**config.mk**
```make
export PLATFORM = sky130hd
export DESIGN_NAME = extint_ctrl
export DESIGN_NICKNAME = d
export VERILOG_FILES = /design/src/rtl/extint_pkg.sv /design/src/rtl/extint_regs.sv /design/src/rtl/extint_srcmux.sv /design/src/rtl/extint_line.sv /design/src/rtl/extint_ctrl.sv
export SDC_FILE = /design/constraint.sdc
export NUM_CORES = 1
export LEC_CHECK = 0
export BUFFER_PORTS_ARGS = -buffer_cell sky130_fd_sc_hd__buf_2
export CAP_MARGIN = 20
export CORE_ASPECT_RATIO = 0.8
export CORE_MARGIN = 3
export CORE_UTILIZATION = 50
export CTS_BUF_LIST = sky130_fd_sc_hd__clkbuf_4 sky130_fd_sc_hd__clkbuf_8
export CTS_CLUSTER_SIZE = 12
export DETAILED_ROUTE_END_ITERATION = 7
export PLACE_DENSITY = 0.7
export RECOVER_POWER = 25
export SLEW_MARGIN = 20
export SYNTH_ARGS = -nofsm -noshare
export SYNTH_HDL_FRONTEND = slang
export SYNTH_HIERARCHICAL = 1
export SYNTH_SLANG_ARGS = --single-unit
```
**constraint.sdc**
```tcl
create_clock -name clk -period 5.2 [get_ports clk]
set_input_delay 0.52 -clock clk [delete_from_list [all_inputs] [get_ports clk]]
set_output_delay 0.52 -clock clk [all_outputs]
set_load 0.01 [all_outputs]
```
**src/rtl/extint_pkg.sv**
```systemverilog
`timescale 1ns/1ps
// Shared constants of the external line controller: register word
// addresses and the select-register packing.
package extint_pkg;
    localparam int ADDR_W = 4;
    localparam int FIELDS_PER_SEL = 4;

    localparam logic [ADDR_W-1:0] A_IRQ_EN   = 4'd0;
    localparam logic [ADDR_W-1:0] A_EVT_EN   = 4'd1;
    localparam logic [ADDR_W-1:0] A_RISE     = 4'd2;
    localparam logic [ADDR_W-1:0] A_FALL     = 4'd3;
    localparam logic [ADDR_W-1:0] A_PEND     = 4'd4;
    localparam logic [ADDR_W-1:0] A_SWTRIG   = 4'd5;
    localparam logic [ADDR_W-1:0] A_SEL_BASE = 4'd8;
endpackage

```
**src/rtl/extint_regs.sv**
```systemverilog
`timescale 1ns/1ps
// Register file of the line controller.
// Holds the four per-line enable masks and the packed source-select fields.
// Decodes clear and software-trigger strobes, and serves combinational reads.
// Assumes BUS_W covers both NUM_LINES and one full select register.
// A write is taken on any clock edge with bus_we high.
module extint_regs
    import extint_pkg::*;
#(
    parameter int NUM_LINES = 16,
    parameter int SEL_W     = 4,
    parameter int BUS_W     = 16
) (
    input  logic                       clk,
    input  logic                       rst_n,
    input  logic                       bus_we,
    input  logic [ADDR_W-1:0]          bus_addr,
    input  logic [BUS_W-1:0]           bus_wdata,
    output logic [BUS_W-1:0]           bus_rdata,
    input  logic [NUM_LINES-1:0]       pend,
    output logic [NUM_LINES-1:0]       irq_en,
    output logic [NUM_LINES-1:0]       evt_en,
    output logic [NUM_LINES-1:0]       rise_en,
    output logic [NUM_LINES-1:0]       fall_en,
    output logic [NUM_LINES*SEL_W-1:0] sel_q,
    output logic [NUM_LINES*SEL_W-1:0] sel_d,
    output logic [NUM_LINES-1:0]       sw_hit,
    output logic [NUM_LINES-1:0]       clr_hit
);
    localparam int NUM_SEL = NUM_LINES / FIELDS_PER_SEL;
    localparam int REG_SW  = FIELDS_PER_SEL * SEL_W;

    // Next value of the select fields, seen by the sample-reload path this cycle.
    always_comb begin
        sel_d = sel_q;
        for (int r = 0; r < NUM_SEL; r++) begin
            if (bus_we && bus_addr == A_SEL_BASE + ADDR_W'(r))
                sel_d[r*REG_SW +: REG_SW] = bus_wdata[REG_SW-1:0];
        end
    end

    // Storage of the enable masks and select fields.
    always_ff @(posedge clk) begin
        if (!rst_n) begin
            irq_en  <= '0;
            evt_en  <= '0;
            rise_en <= '0;
            fall_en <= '0;
            sel_q   <= '0;
        end else begin
            sel_q <= sel_d;
            if (bus_we) begin
                case (bus_addr)
                    A_IRQ_EN: irq_en  <= bus_wdata[NUM_LINES-1:0];
                    A_EVT_EN: evt_en  <= bus_wdata[NUM_LINES-1:0];
                    A_RISE:   rise_en <= bus_wdata[NUM_LINES-1:0];
                    A_FALL:   fall_en <= bus_wdata[NUM_LINES-1:0];
                    default: ;
                endcase
            end
        end
    end

    // Strobes for write-one-to-clear and software trigger.
    always_comb begin
        clr_hit = (bus_we && bus_addr == A_PEND)   ? bus_wdata[NUM_LINES-1:0] : '0;
        sw_hit  = (bus_we && bus_addr == A_SWTRIG) ? bus_wdata[NUM_LINES-1:0] : '0;
    end

    // Read multiplexer; the trigger register and unmapped words read 0.
    always_comb begin
        bus_rdata = '0;
        case (bus_addr)
            A_IRQ_EN: bus_rdata = BUS_W'(irq_en);
            A_EVT_EN: bus_rdata = BUS_W'(evt_en);
            A_RISE:   bus_rdata = BUS_W'(rise_en);
            A_FALL:   bus_rdata = BUS_W'(fall_en);
            A_PEND:   bus_rdata = BUS_W'(pend);
            default: ;
        endcase
        for (int r = 0; r < NUM_SEL; r++) begin
            if (bus_addr == A_SEL_BASE + ADDR_W'(r))
                bus_rdata = BUS_W'(sel_q[r*REG_SW +: REG_SW]);
        end
    end
endmodule

```
**src/rtl/extint_srcmux.sv**
```systemverilog
`timescale 1ns/1ps
// Per-line source multiplexer.
// Line n takes pin n of the port named by its select field.
// A field naming a port that does not exist yields 0.
// Assumes pins are packed port-major: port p pin n at bit p*NUM_LINES+n.
module extint_srcmux #(
    parameter int NUM_LINES = 16,
    parameter int NUM_PORTS = 7,
    parameter int SEL_W     = 4
) (
    input  logic [NUM_PORTS*NUM_LINES-1:0] pins,
    input  logic [NUM_LINES*SEL_W-1:0]     sel,
    output logic [NUM_LINES-1:0]           smp
);
    // One-hot match of each select field against every existing port.
    always_comb begin
        for (int n = 0; n < NUM_LINES; n++) begin
            smp[n] = 1'b0;
            for (int p = 0; p < NUM_PORTS; p++) begin
                if (sel[n*SEL_W +: SEL_W] == SEL_W'(p))
                    smp[n] = smp[n] | pins[p*NUM_LINES + n];
            end
        end
    end
endmodule

```
**src/rtl/extint_line.sv**
```systemverilog
`timescale 1ns/1ps
// One line: edge detection, sticky pending bit and single-cycle event pulse.
// smp_now is the synchronized sample through the current select.
// smp_next is the same sample through the select of the next cycle.
// The previous-sample register loads smp_next, so a select change never
// looks like an edge. Setting the pending bit wins over a same-cycle clear.
module extint_line (
    input  logic clk,
    input  logic rst_n,
    input  logic smp_now,
    input  logic smp_next,
    input  logic rise_en,
    input  logic fall_en,
    input  logic irq_en,
    input  logic evt_en,
    input  logic sw_hit,
    input  logic clr_hit,
    output logic pend_o,
    output logic evt_o
);
    logic prev_q;
    logic pend_q;
    logic evt_q;
    logic trig;
    logic set_pend;

    // Enabled edge or software trigger, and its effect on the pending bit.
    always_comb begin
        trig     = (rise_en & smp_now & ~prev_q) | (fall_en & ~smp_now & prev_q);
        set_pend = (trig | sw_hit) & irq_en;
    end

    // Previous sample, pending bit and event pulse registers.
    always_ff @(posedge clk) begin
        if (!rst_n) begin
            prev_q <= 1'b0;
            pend_q <= 1'b0;
            evt_q  <= 1'b0;
        end else begin
            prev_q <= smp_next;
            pend_q <= set_pend | (pend_q & ~clr_hit);
            evt_q  <= (trig | sw_hit) & evt_en;
        end
    end

    assign pend_o = pend_q;
    assign evt_o  = evt_q;


    pend_needs_irq_en_chk: assert property (@(posedge clk) disable iff (!rst_n)
        $rose(pend_q) |-> $past(irq_en));


    pend_drop_by_clear_chk: assert property (@(posedge clk) disable iff (!rst_n)
        $fell(pend_q) |-> $past(clr_hit));


    set_beats_clear_chk: assert property (@(posedge clk) disable iff (!rst_n)
        (clr_hit && sw_hit && irq_en) |=> pend_q);


    evt_needs_cause_chk: assert property (@(posedge clk) disable iff (!rst_n)
        evt_q |-> $past(sw_hit || rise_en || fall_en));
endmodule

```
**src/rtl/extint_ctrl.sv**
```systemverilog
`timescale 1ns/1ps
// Top of the external interrupt and event line controller.
// Synchronizes every pin with two flops, then selects one pin per line
// through the current and next select values. It instantiates one edge and
// pending slice per line, and gates the requests with the interrupt enables.
// Assumes port_pins are asynchronous levels and the bus is in the clk domain.
module extint_ctrl
    import extint_pkg::*;
#(
    parameter int NUM_LINES = 16,
    parameter int NUM_PORTS = 7,
    parameter int SEL_W     = 4,
    localparam int BUS_W    = (NUM_LINES > FIELDS_PER_SEL*SEL_W) ? NUM_LINES : FIELDS_PER_SEL*SEL_W
) (
    input  logic                           clk,
    input  logic                           rst_n,
    input  logic [NUM_PORTS*NUM_LINES-1:0] port_pins,
    input  logic                           bus_we,
    input  logic [ADDR_W-1:0]              bus_addr,
    input  logic [BUS_W-1:0]               bus_wdata,
    output logic [BUS_W-1:0]               bus_rdata,
    output logic [NUM_LINES-1:0]           irq_o,
    output logic [NUM_LINES-1:0]           evt_o
);
    localparam int PIN_W = NUM_PORTS * NUM_LINES;

    logic [PIN_W-1:0]           sync1_q;
    logic [PIN_W-1:0]           sync2_q;
    logic [NUM_LINES-1:0]       irq_en, evt_en, rise_en, fall_en;
    logic [NUM_LINES-1:0]       sw_hit, clr_hit, pend;
    logic [NUM_LINES-1:0]       smp_now, smp_next;
    logic [NUM_LINES*SEL_W-1:0] sel_q, sel_d;

    // Two-flop synchronizer on every pin of every port.
    always_ff @(posedge clk) begin
        if (!rst_n) begin
            sync1_q <= '0;
            sync2_q <= '0;
        end else begin
            sync1_q <= port_pins;
            sync2_q <= sync1_q;
        end
    end

    extint_regs #(
        .NUM_LINES (NUM_LINES),
        .SEL_W     (SEL_W),
        .BUS_W     (BUS_W)
    ) u_regs (
        .clk       (clk),
        .rst_n     (rst_n),
        .bus_we    (bus_we),
        .bus_addr  (bus_addr),
        .bus_wdata (bus_wdata),
        .bus_rdata (bus_rdata),
        .pend      (pend),
        .irq_en    (irq_en),
        .evt_en    (evt_en),
        .rise_en   (rise_en),
        .fall_en   (fall_en),
        .sel_q     (sel_q),
        .sel_d     (sel_d),
        .sw_hit    (sw_hit),
        .clr_hit   (clr_hit)
    );

    extint_srcmux #(
        .NUM_LINES (NUM_LINES),
        .NUM_PORTS (NUM_PORTS),
        .SEL_W     (SEL_W)
    ) u_mux_now (
        .pins (sync2_q),
        .sel  (sel_q),
        .smp  (smp_now)
    );

    extint_srcmux #(
        .NUM_LINES (NUM_LINES),
        .NUM_PORTS (NUM_PORTS),
        .SEL_W     (SEL_W)
    ) u_mux_next (
        .pins (sync2_q),
        .sel  (sel_d),
        .smp  (smp_next)
    );

    for (genvar n = 0; n < NUM_LINES; n++) begin : g_line
        extint_line u_line (
            .clk      (clk),
            .rst_n    (rst_n),
            .smp_now  (smp_now[n]),
            .smp_next (smp_next[n]),
            .rise_en  (rise_en[n]),
            .fall_en  (fall_en[n]),
            .irq_en   (irq_en[n]),
            .evt_en   (evt_en[n]),
            .sw_hit   (sw_hit[n]),
            .clr_hit  (clr_hit[n]),
            .pend_o   (pend[n]),
            .evt_o    (evt_o[n])
        );
    end

    assign irq_o = pend & irq_en;
endmodule

```
==> metrics.txt <==
outcome complete, but fails checks; failing checks max-capacitance violations, max-slew violations; post-detailed-route count of antenna-violating nets 0; Longest Clk Path Bufs 3; Primary FF master, synth dfxtp_1; largest net degree at the start of global routing 220; number of cell rows 59; drt total wl 43.7 mm; largest cells by area after synthesis dfxtp_1 48%, and2_1 13%, mux4_2 4.3%; max-cap violations 2; Worst VDD drop 0.000216 V; H-tree depth 2; Synthesis Warnings 6; Core Region 32600 sq um; final hold vios 0; port bufs 182; post_cts resized 0; Synth Instances 1619; via count 12.0k; first-pass GRT wire length 66.4 mm; DR WL/cell 19.4 um; Worst-path clk slew 0.06 ns; post-synth top area cell dfxtp_1; RSZ-0062 raised after global routing false; xor/xnor cell area share of the yosys netlist 0%; P_leak 7.68 nW; critical setup path kind in2out; worst r2r src u_regs/sel_q[25]; Critical Path Fanout Max 44; drt first pass iters 5; WP data required 4.68 ns; Levels on crit path 6; Max Used Layer met4; Metal-1 WL 22.0 mm; CP delay by family, top simple AND/OR/NAND/NOR gates; Setup crit end bus_rdata[6]; root buffer cell clkbuf_8; setup TNS 0 ns; crit path DAT 3.07 ns; final setup fails 0; largest family of logic cells by synthesized area simple AND/OR/NAND/NOR gates; initial core utilization 50.9%; DR vias/cell 5.32; die height 169 um; dpl cell area 17600 sq um; GRT overflow 0; synth-to-layout area growth 13.8%; hold buffer count at CTS 0; Slew Limit Fails 290; Post-Synth Simple-Gate Area 24.6%; Post-synth EDFFs 0; cell area after layout 18900 sq um; DRT iter0 DRCs 962; post-DP HPWL 31.3 mm; post-synthesis adder-cell area fraction 0%; CTS tree done; met3 WL post-DR 3.75 mm; ys async rst share 0%; Worst Min Path Start port_pins[95]; Synth Cell Area 16600 sq um; worst slew pin tran 3.08 ns; worst r2r path cells 6; layout net count 1913; setup bufs post-CTS 0; Die ar. 35400 sq um; met2 WL 16.9 mm; Synth Area in Compound Gates 10.4%; post-synthesis mux area share 13.1%; FF-to-FF End g_line[6].u_line/pend_o; Avg Inst Size Synth 10.3 sq um; Total GRT Usage 23.8%; most frequent CP cell buf_2; Critical Path Start bus_addr[0]; later-pin clock latency in the skew report 0.63 ns; CP bufs+invs 2; CTS Buf Count 61; Worst Hold Class in2reg; crit path time final 3.59 ns; drt drc 0; die width 210 um; reg2reg setup slack 2.82 ns; worst-path cell chain buf_2, nand2_1, nor2_1, a211oi_1, o22ai_1, buf_2; most common cell after layout, fill and taps aside dfxtp_1; relative slew slack -105%; syn_nets 1754; clock sinks 400; area share of the largest cell type after synthesis 48.2%; Critical Path Start Type primary input; slowest CP cell nor2_1; I/O Pins 183; FF+latch count, synth 400; most frequent cells in the layout 400 x dfxtp_1, 314 x and2_1, 181 x buf_2; nature of the critical path endpoint primary output; GP Congestion 0.910; Peak Freq 278 MHz; Yosys cell types 52; antenna violations before repair 0; CP peak stage delay 0.85 ns; Power, Total 6.35 mW; crit share post-route 69.1%; Max Clock Skew 0.0138 ns; share of post-route cells with drive strength above 1 22.8%; PD cells 336 nW/um^2; sequential element share of the synthesized area 48.2%; vias in the first global route 11.3k
-- worst reg2reg max path, stage by stage (launching register included) --
cell and delay (ns):
dfxtp_1 0.45, mux4_2 0.55, nor2_1 0.10, nor3_1 0.07, and3b_1 0.18, a311oi_1 0.72, o21ai_1 0.16
-- final cells by class --
class,count,area (sq um)
clock buffers,94,1190
well taps,427,534
clock inverters,16,130
multi-input cells,1107,7980
flip-flops and latches,400,8010
repair buffers,191,981
inverters,17,63.8
diodes,1,2.50
fillers,2834,13700
-- cells in the mapped netlist, drive strengths merged, types with 3 or more instances --
cell and number:
nor3 34, mux4 32, clkbuf 45, mux2 67, nand3b 48, o22a 13
inv 17, o211a 30, o221ai 3, nor2b 16, o22ai 13, and3b 16
and2 352, nand2b 6, nor2 73, dfxtp 400, a21boi 77, buf 50
or2 5, mux2i 62, o21bai 12, a22oi 3, a211oi 12, a32oi 3
a311oi 16, o21ai 25, nand2 168, o2bb2ai 12
-- sequential cells by signal (all words and copies together), names as in the netlist --
signal	count
g_line.u_line/prev_q	16
u_regs/sel_q	64
u_regs/irq_en	16
u_regs/fall_en	16
u_regs/rise_en	16
sync2_q	112
g_line.u_line/pend_o	16
u_regs/evt_en	16
g_line.u_line/evt_o	16
sync1_q	112
-- cells by family (layout without fill, tap and decap cells) --
| kind of cell | count (synthesis) | count (layout) |
|---|---|---|
| AO/OA/AOI/OAI | 221 | 221 |
| multiplexers | 161 | 161 |
| other | 0 | 1 |
| AND/OR/NAND/NOR | 725 | 725 |
| flip-flops | 400 | 400 |
| buffers and inverters | 112 | 318 |
-- layer usage --
metal | global-route usage [%] | up-vias
li1 | - | 5835
met1 | 37.4 | 5596
met2 | 31.7 | 493
met3 | 6.21 | 66
met4 | 7.01 | 0
met5 | 0 | -
-- stage by stage --
step,utilization (%),hold slack (ns),std cells,setup WS (ns)
6_report,57.9,0.0964,2253,1.61
5_1_grt,57.9,0.0482,2252,1.51
4_1_cts,58.0,0.0462,2252,1.70
3_5_place_dp,53.9,0.418,2142,1.70
3_3_place_gp,53.9,0.416,2142,1.79
2_1_floorplan,-,0.412,1619,2.80
-- power by group --
group / total (mW) / switching, mW / internal (mW)
Sequential: 3.22 / 0.0512 / 3.16
Clock: 2.72 / 1.20 / 1.52
Combinational: 0.416 / 0.231 / 0.186
-- worst min-delay path by stage --
stage,end,depth (start not counted)
after detailed placement,sync2_q[76],1
after floorplan,sync2_q[0],1
after CTS,sync1_q[63],2
after global placement,sync2_q[32],1
after global routing,sync1_q[28],2
final,sync1_q[95],2
No activity file was read; power rests on OpenSTA's default activity.
